File: src/rtl/useq_pkg.sv
package useq_pkg;

    parameter int AW      = 7;   // control address width
    parameter int OPW     = 4;   // machine opcode width
    parameter int FW      = 3;   // width of one operation field
    parameter int NFIELDS = 3;   // number of operation fields
    parameter int CW      = 2;   // condition selector width
    parameter int BW      = 2;   // branch type width

    localparam int UW       = NFIELDS * FW + CW + BW + AW;
    localparam int MAP_LSB  = 2;                      // trailing zeros in mapped address
    localparam int NSTAT    = 3;
    localparam logic [AW-1:0] FETCH_ADDR = AW'(1) << (AW - 1);
    localparam logic [AW-1:0] ADDR_ONE   = AW'(1);

    typedef enum logic [CW-1:0] {
        COND_ALWAYS = 2'b00,
        COND_IND    = 2'b01,
        COND_SIGN   = 2'b10,
        COND_ZERO   = 2'b11
    } cond_e;

    typedef enum logic [BW-1:0] {
        BR_JUMP   = 2'b00,
        BR_CALL   = 2'b01,
        BR_RETURN = 2'b10,
        BR_MAP    = 2'b11
    } br_e;

    typedef enum logic [1:0] {
        SRC_INC,
        SRC_FIELD,
        SRC_MAP,
        SRC_SAVED
    } src_e;

    typedef struct packed {
        logic [NFIELDS*FW-1:0] ops;
        cond_e                 cd;
        br_e                   br;
        logic [AW-1:0]         ad;
    } uword_t;

    typedef struct packed {
        logic indirect;
        logic sign;
        logic zero;
    } status_t;

    function automatic logic [AW-1:0] map_opcode(input logic [OPW-1:0] op);
        return AW'(op) << MAP_LSB;
    endfunction

    function automatic logic [AW-1:0] addr_inc(input logic [AW-1:0] a);
        return a + ADDR_ONE;
    endfunction

endpackage

File: src/rtl/useq_cond_mux.sv
module useq_cond_mux
    import useq_pkg::*;
(
    input  status_t stat,
    input  cond_e   sel,
    output logic    hit
);
    logic [(1<<CW)-1:0] taps;

    always_comb begin
        taps                    = '0;
        taps[int'(COND_ALWAYS)] = 1'b1;
        taps[int'(COND_IND)]    = stat.indirect;
        taps[int'(COND_SIGN)]   = stat.sign;
        taps[int'(COND_ZERO)]   = stat.zero;
        hit                     = taps[sel];
    end
endmodule

File: src/rtl/useq_next_sel.sv
module useq_next_sel
    import useq_pkg::*;
(
    input  logic [AW-1:0]  cur,
    input  cond_e          cd,
    input  br_e            br,
    input  logic [AW-1:0]  ad,
    input  logic           hit,
    input  logic [OPW-1:0] op,
    input  logic [AW-1:0]  saved,
    output logic [AW-1:0]  nxt,
    output src_e           src,
    output logic           save_en,
    output logic [AW-1:0]  save_val
);
    logic [AW-1:0] inc_addr;
    logic          unused_cd;

    assign inc_addr  = addr_inc(cur);
    assign unused_cd = ^cd;

    always_comb begin
        unique case (br)
            BR_JUMP, BR_CALL: src = hit ? SRC_FIELD : SRC_INC;
            BR_RETURN:        src = SRC_SAVED;
            default:          src = SRC_MAP;
        endcase
    end

    always_comb begin
        unique case (src)
            SRC_INC:   nxt = inc_addr;
            SRC_FIELD: nxt = ad;
            SRC_MAP:   nxt = map_opcode(op);
            default:   nxt = saved;
        endcase
    end

    assign save_en  = (br == BR_CALL) && hit;
    assign save_val = inc_addr;

    // a mapped address always falls in the lower half of control memory
    always_comb begin
        if (src == SRC_MAP) begin
            assert_map_low_half_R7: assert (nxt[AW-1] == 1'b0);
        end
    end
endmodule

File: src/rtl/useq_ret_reg.sv
module useq_ret_reg
    import useq_pkg::*;
(
    input  logic          clk,
    input  logic          rst,
    input  logic          save_en,
    input  logic [AW-1:0] d,
    output logic [AW-1:0] q
);
    logic rst_d;

    always_ff @(posedge clk) begin
        rst_d <= rst;
        if (rst) begin
            q <= FETCH_ADDR;
        end else if (save_en) begin
            q <= d;
        end
    end

    assert_hold_R8: assert property (@(posedge clk) disable iff (rst)
        !save_en |=> $stable(q));

    always @(posedge clk) begin
        if (rst_d && !rst) begin
            assert_reset_saved_R10: assert (q == FETCH_ADDR);
        end
    end
endmodule

File: src/rtl/useq_sequencer.sv
module useq_sequencer
    import useq_pkg::*;
(
    input  logic                          clk,
    input  logic                          rst,
    input  logic [useq_pkg::UW-1:0]       uword,
    input  logic                          ind_bit,
    input  logic                          ac_sign,
    input  logic                          ac_zero,
    input  logic [useq_pkg::OPW-1:0]      opcode,
    output logic [useq_pkg::AW-1:0]       car
);
    uword_t        u;
    status_t       stat;
    logic          hit;
    logic [AW-1:0] nxt;
    src_e          src;
    logic          save_en;
    logic [AW-1:0] save_val;
    logic [AW-1:0] saved;
    logic          unused_ops;
    logic          rst_d;

    assign u          = uword_t'(uword);
    assign stat       = '{indirect: ind_bit, sign: ac_sign, zero: ac_zero};
    assign unused_ops = ^u.ops;

    useq_cond_mux u_cond (
        .stat (stat),
        .sel  (u.cd),
        .hit  (hit)
    );

    useq_next_sel u_sel (
        .cur      (car),
        .cd       (u.cd),
        .br       (u.br),
        .ad       (u.ad),
        .hit      (hit),
        .op       (opcode),
        .saved    (saved),
        .nxt      (nxt),
        .src      (src),
        .save_en  (save_en),
        .save_val (save_val)
    );

    useq_ret_reg u_ret (
        .clk     (clk),
        .rst     (rst),
        .save_en (save_en),
        .d       (save_val),
        .q       (saved)
    );

    always_ff @(posedge clk) begin
        rst_d <= rst;
        if (rst) begin
            car <= FETCH_ADDR;
        end else begin
            car <= nxt;
        end
    end

    always @(posedge clk) begin
        if (rst_d && !rst) begin
            assert_reset_fetch_R1: assert (car == FETCH_ADDR);
        end
    end

    assert_taken_R3: assert property (@(posedge clk) disable iff (rst)
        ((u.br == BR_JUMP || u.br == BR_CALL) && hit) |=> car == $past(u.ad));

    assert_fall_R4: assert property (@(posedge clk) disable iff (rst)
        ((u.br == BR_JUMP || u.br == BR_CALL) && !hit) |=> car == $past(car) + ADDR_ONE);

    assert_call_save_R5: assert property (@(posedge clk) disable iff (rst)
        (u.br == BR_CALL && hit) |=> saved == $past(car) + ADDR_ONE);

    assert_return_R6: assert property (@(posedge clk) disable iff (rst)
        (u.br == BR_RETURN) |=> car == $past(saved));

    assert_map_R7: assert property (@(posedge clk) disable iff (rst)
        (u.br == BR_MAP) |=> car == map_opcode($past(opcode)));

    assert_always_true_R2: assert property (@(posedge clk) disable iff (rst)
        (u.cd == COND_ALWAYS && u.br == BR_JUMP) |=> car == $past(u.ad));
endmodule

File: config.mk
export PLATFORM = sky130hd
export DESIGN_NAME = useq_sequencer
export DESIGN_NICKNAME = d
export VERILOG_FILES = /design/src/rtl/useq_pkg.sv /design/src/rtl/useq_cond_mux.sv /design/src/rtl/useq_next_sel.sv /design/src/rtl/useq_ret_reg.sv /design/src/rtl/useq_sequencer.sv
export SDC_FILE = /design/constraint.sdc
export NUM_CORES = 1
export LEC_CHECK = 0
export ABC_AREA = 1
export BUFFER_PORTS_ARGS = -buffer_cell sky130_fd_sc_hd__buf_2
export CORE_MARGIN = 8
export CORE_UTILIZATION = 46
export CTS_BUF_LIST = sky130_fd_sc_hd__clkbuf_16
export DETAILED_ROUTE_END_ITERATION = 8
export PLACE_DENSITY_LB_ADDON = 0.08
export SETUP_SLACK_MARGIN = 0.4
export SLEW_MARGIN = 30
export SYNTH_ARGS = -nofsm -noshare
export SYNTH_HDL_FRONTEND = slang
export SYNTH_SLANG_ARGS = --single-unit
File: constraint.sdc
create_clock -name clk -period 1.6 [get_ports clk]
set_input_delay 0.32 -clock clk [delete_from_list [all_inputs] [get_ports clk]]
set_output_delay 0.32 -clock clk [all_outputs]
set_load 0.01 [all_outputs]
==> metrics.md <==
| Metric | Value |
|---|---|
| Peak VDD IR | `561 uV` |
| Initial drt markers | `23` |
| Clock transition at path regs | `0.05 ns` |
| Max stage delay on crit path | `0.36 ns` |
| Least-Margin Pin Slew | `0.278 ns` |
| Number of synthesized register bits | `14` |
| Synth Instances | `132` |
| P per Cell Area | `888 mW/mm^2` |
| CP Data Required Time | `1.28 ns` |
| Hold Crit Start | `uword[6]` |
| Switching Share | `26.0%` |
| Leakage | `0.000619 uW` |
| Syn Nets | `162` |
| Drt pass-1 iters | `4` |
| Number of global-route vias before repair | `910` |
| Slew headroom | `81.4%` |
| Final non-filler cell total | `190` |
| Number of top-level pins | `36` |
| Post-layout min period | `1.18 ns` |
| Status | `completed` |
| Worst path bufs/invs | `2` |
| Setup TNS | `0 ns` |
| Most frequent cells in the layout | `nand2_1, buf_2, inv_1, nand3_1, dfxtp_1` |
| Worst-path cell chain | `buf_4 > buf_2` |
| Root Driver | `clkbuf_16` |
| Hold buffers post-CTS | `0` |
| Die height | `59.6 um` |
| Internal power | `781 uW` |
| CTS tree | `done` |
| Crit path max fanout | `4` |
| Max Root-Sink Buffers | `2` |
| Post-route ant nets | `0` |
| Post-Syn Area | `873 um^2` |
| Inst Count DP | `181` |
| Wire per inst | `12.0 um` |
| Core Region | `0.00176 mm^2` |
| Pins Over Slew Limit | `0` |
| # clock sinks | `14` |
| Gr usage total | `13.7%` |
| Port Buffers | `26` |
| Final GP Congestion | `0.837` |
| Leading cell type in the layout, fill and taps excluded | `nand2_1` |
| Drt drc | `0` |
| Clk_lat worst skew | `0.24 ns` |
| Worst Slack Setup Final | `0.416 ns` |
| Detailed-route vias per instance | `4.94` |
| CTS Buf Count | `3` |
| Remaining Overflow, GRT | `0` |
| Distinct cells, synth | `19` |
| Final period util | `74.0%` |
| Clock power frac | `44.5%` |
| CP arrival | `0.86 ns` |
| Initial antenna violation count | `0` |
| Horiz. Die Dim | `59.6 um` |
| Fin area | `0.00119 mm^2` |
| NetSw | `275 uW` |
| Die area | `0.00355 mm^2` |
| Area growth, synth to finish | `36.1%` |
| HP Class | `input pin to flip-flop` |
| Top delay family on crit path | `flip-flops` |
| Placement Cell Area | `0.00103 mm^2` |
| Setup-failing EPs final | `0` |
| Cell Rows | `15` |
| CP Launch Type | `flip-flop` |
| Max Clock Skew | `0.000712 ns` |
| First-pass GRT wire length | `3730 um` |
| Seq pwr share | `36.9%` |
| Comb pwr share | `18.7%` |
| Layout cells sized above 1 | `32.1%` |
| RSZ-0062 raised after global routing | `yes` |
| Slowest cell on crit path | `dfxtp_4` |
| Crit end category | `primary output` |
| Largest net degree at the start of global routing | `14` |
| Post-Syn Area per Cell | `6.62 um^2` |
| F_max | `845 MHz` |
| Max cap viols | `0` |
| Seq/Total Area, Yosys | `32.1%` |
| Detailed Route WL | `2280 um` |
| Critical path type | `flip-flop to primary output` |
| Total Nets Final | `196` |
| Starting Density | `49.5%` |
| Via count | `938` |
| DP Worst Slack | `0.215 ns` |
| # H-tree levels | `1` |
| Hpwl dp | `1810 um` |
| Antenna diodes | `0` |
| Crit path from | `car[0]` |
| Hold Violations, Final | `0` |
| RR Startpoint | `car[0]` |
| Yosys synthesis warning count | `0` |
## per-layer routing
layer  global-route usage [%]  wire (um)
met5                        0          0
met4                     5.10         33
met3                     2.82         85
met2                     27.0       1230
met1                     13.3        929
## power by group through the flow
stage | clock network, uW | logic, uW | registers, uW
3_5_place_dp | 0 | 174 | 398
6_report | 470 | 197 | 390
5_1_grt | 498 | 221 | 392
3_3_place_gp | 0 | 170 | 396
4_1_cts | 478 | 178 | 392
2_1_floorplan | 0 | 106 | 400
## what timing repair did
action,in CTS,in global routing
pin swaps,0,7
gates resized for setup,3,10
cloned,0,0
buffers inserted,0,5
setup endpoints to repair,3,5
## synthesized netlist by cell type
cell	number	area, um^2
a21oi_1	8	40.0
buf_2	1	5.00
buf_4	1	7.51
dfxtp_1	14	280
ha_1	1	12.5
inv_1	25	93.8
inv_2	1	3.75
nand2_1	33	124
nand2_4	1	11.3
nand3_1	19	95.1
nand3_2	1	10.0
nand3_4	1	17.5
nand3b_1	1	7.51
nand4_1	9	56.3
nand4_4	1	21.3
nor2_1	3	11.3
nor2_4	2	22.5
o21ai_0	9	45.0
xor2_1	1	8.76
## flip-flops by register name (all words and copies together), names as in the netlist
register,flops
car,7
u_ret.q,7
## cell families (layout without fill, tap and decap cells)
group | count (synthesis) | in the layout | synth area share, %
AOI/OAI and AO/OA | 17 | 17 | 9.74
xor gates and xnor gates | 1 | 1 | 1.00
DFF | 14 | 14 | 32.1
buffers and inverters | 28 | 61 | 12.6
and+or+nand+nor | 71 | 71 | 43.1
adders and majority gates | 1 | 1 | 1.43
## path summary, 6_finish.rpt
| check | to | slack [ns] | depth (start not counted) |
|---|---|---|---|
| setup / recovery | car[0] | 0.42 | 2 |
| hold reg to reg | u_ret.q[2] | 0.46 | 2 |
| setup reg to reg | u_ret.q[3] | 0.42 | 7 |
| hold / removal | car[6] | 0.32 | 3 |
## per-stage QoR
stage	util, %	hold slack (ns)	total power, uW
final	67.4	0.320	1060
after CTS	63.4	0.322	1050
after detailed placement	58.2	0.454	571
after global routing	67.4	0.329	1110
after global placement	58.2	0.455	565
after floorplan	-	0.389	506
## layout make-up
| cell class | instances | area, um^2 |
|---|---|---|
| Multi-Input combinational cell | 90 | 524 |
| Clock inverter | 1 | 3.75 |
| Sequential cell | 14 | 289 |
| Clock buffer | 3 | 75.1 |
| Fill cell | 173 | 576 |
| Timing Repair Buffer | 31 | 168 |
| Tap cell | 25 | 31.3 |
| Inverter | 26 | 97.6 |
## worst min-delay path, cell delays in order
cell and delay [ns]:
buf_2 0.08, nand2_1 0.04, nand3b_1 0.08
No activity file was read; power rests on OpenSTA's default activity.
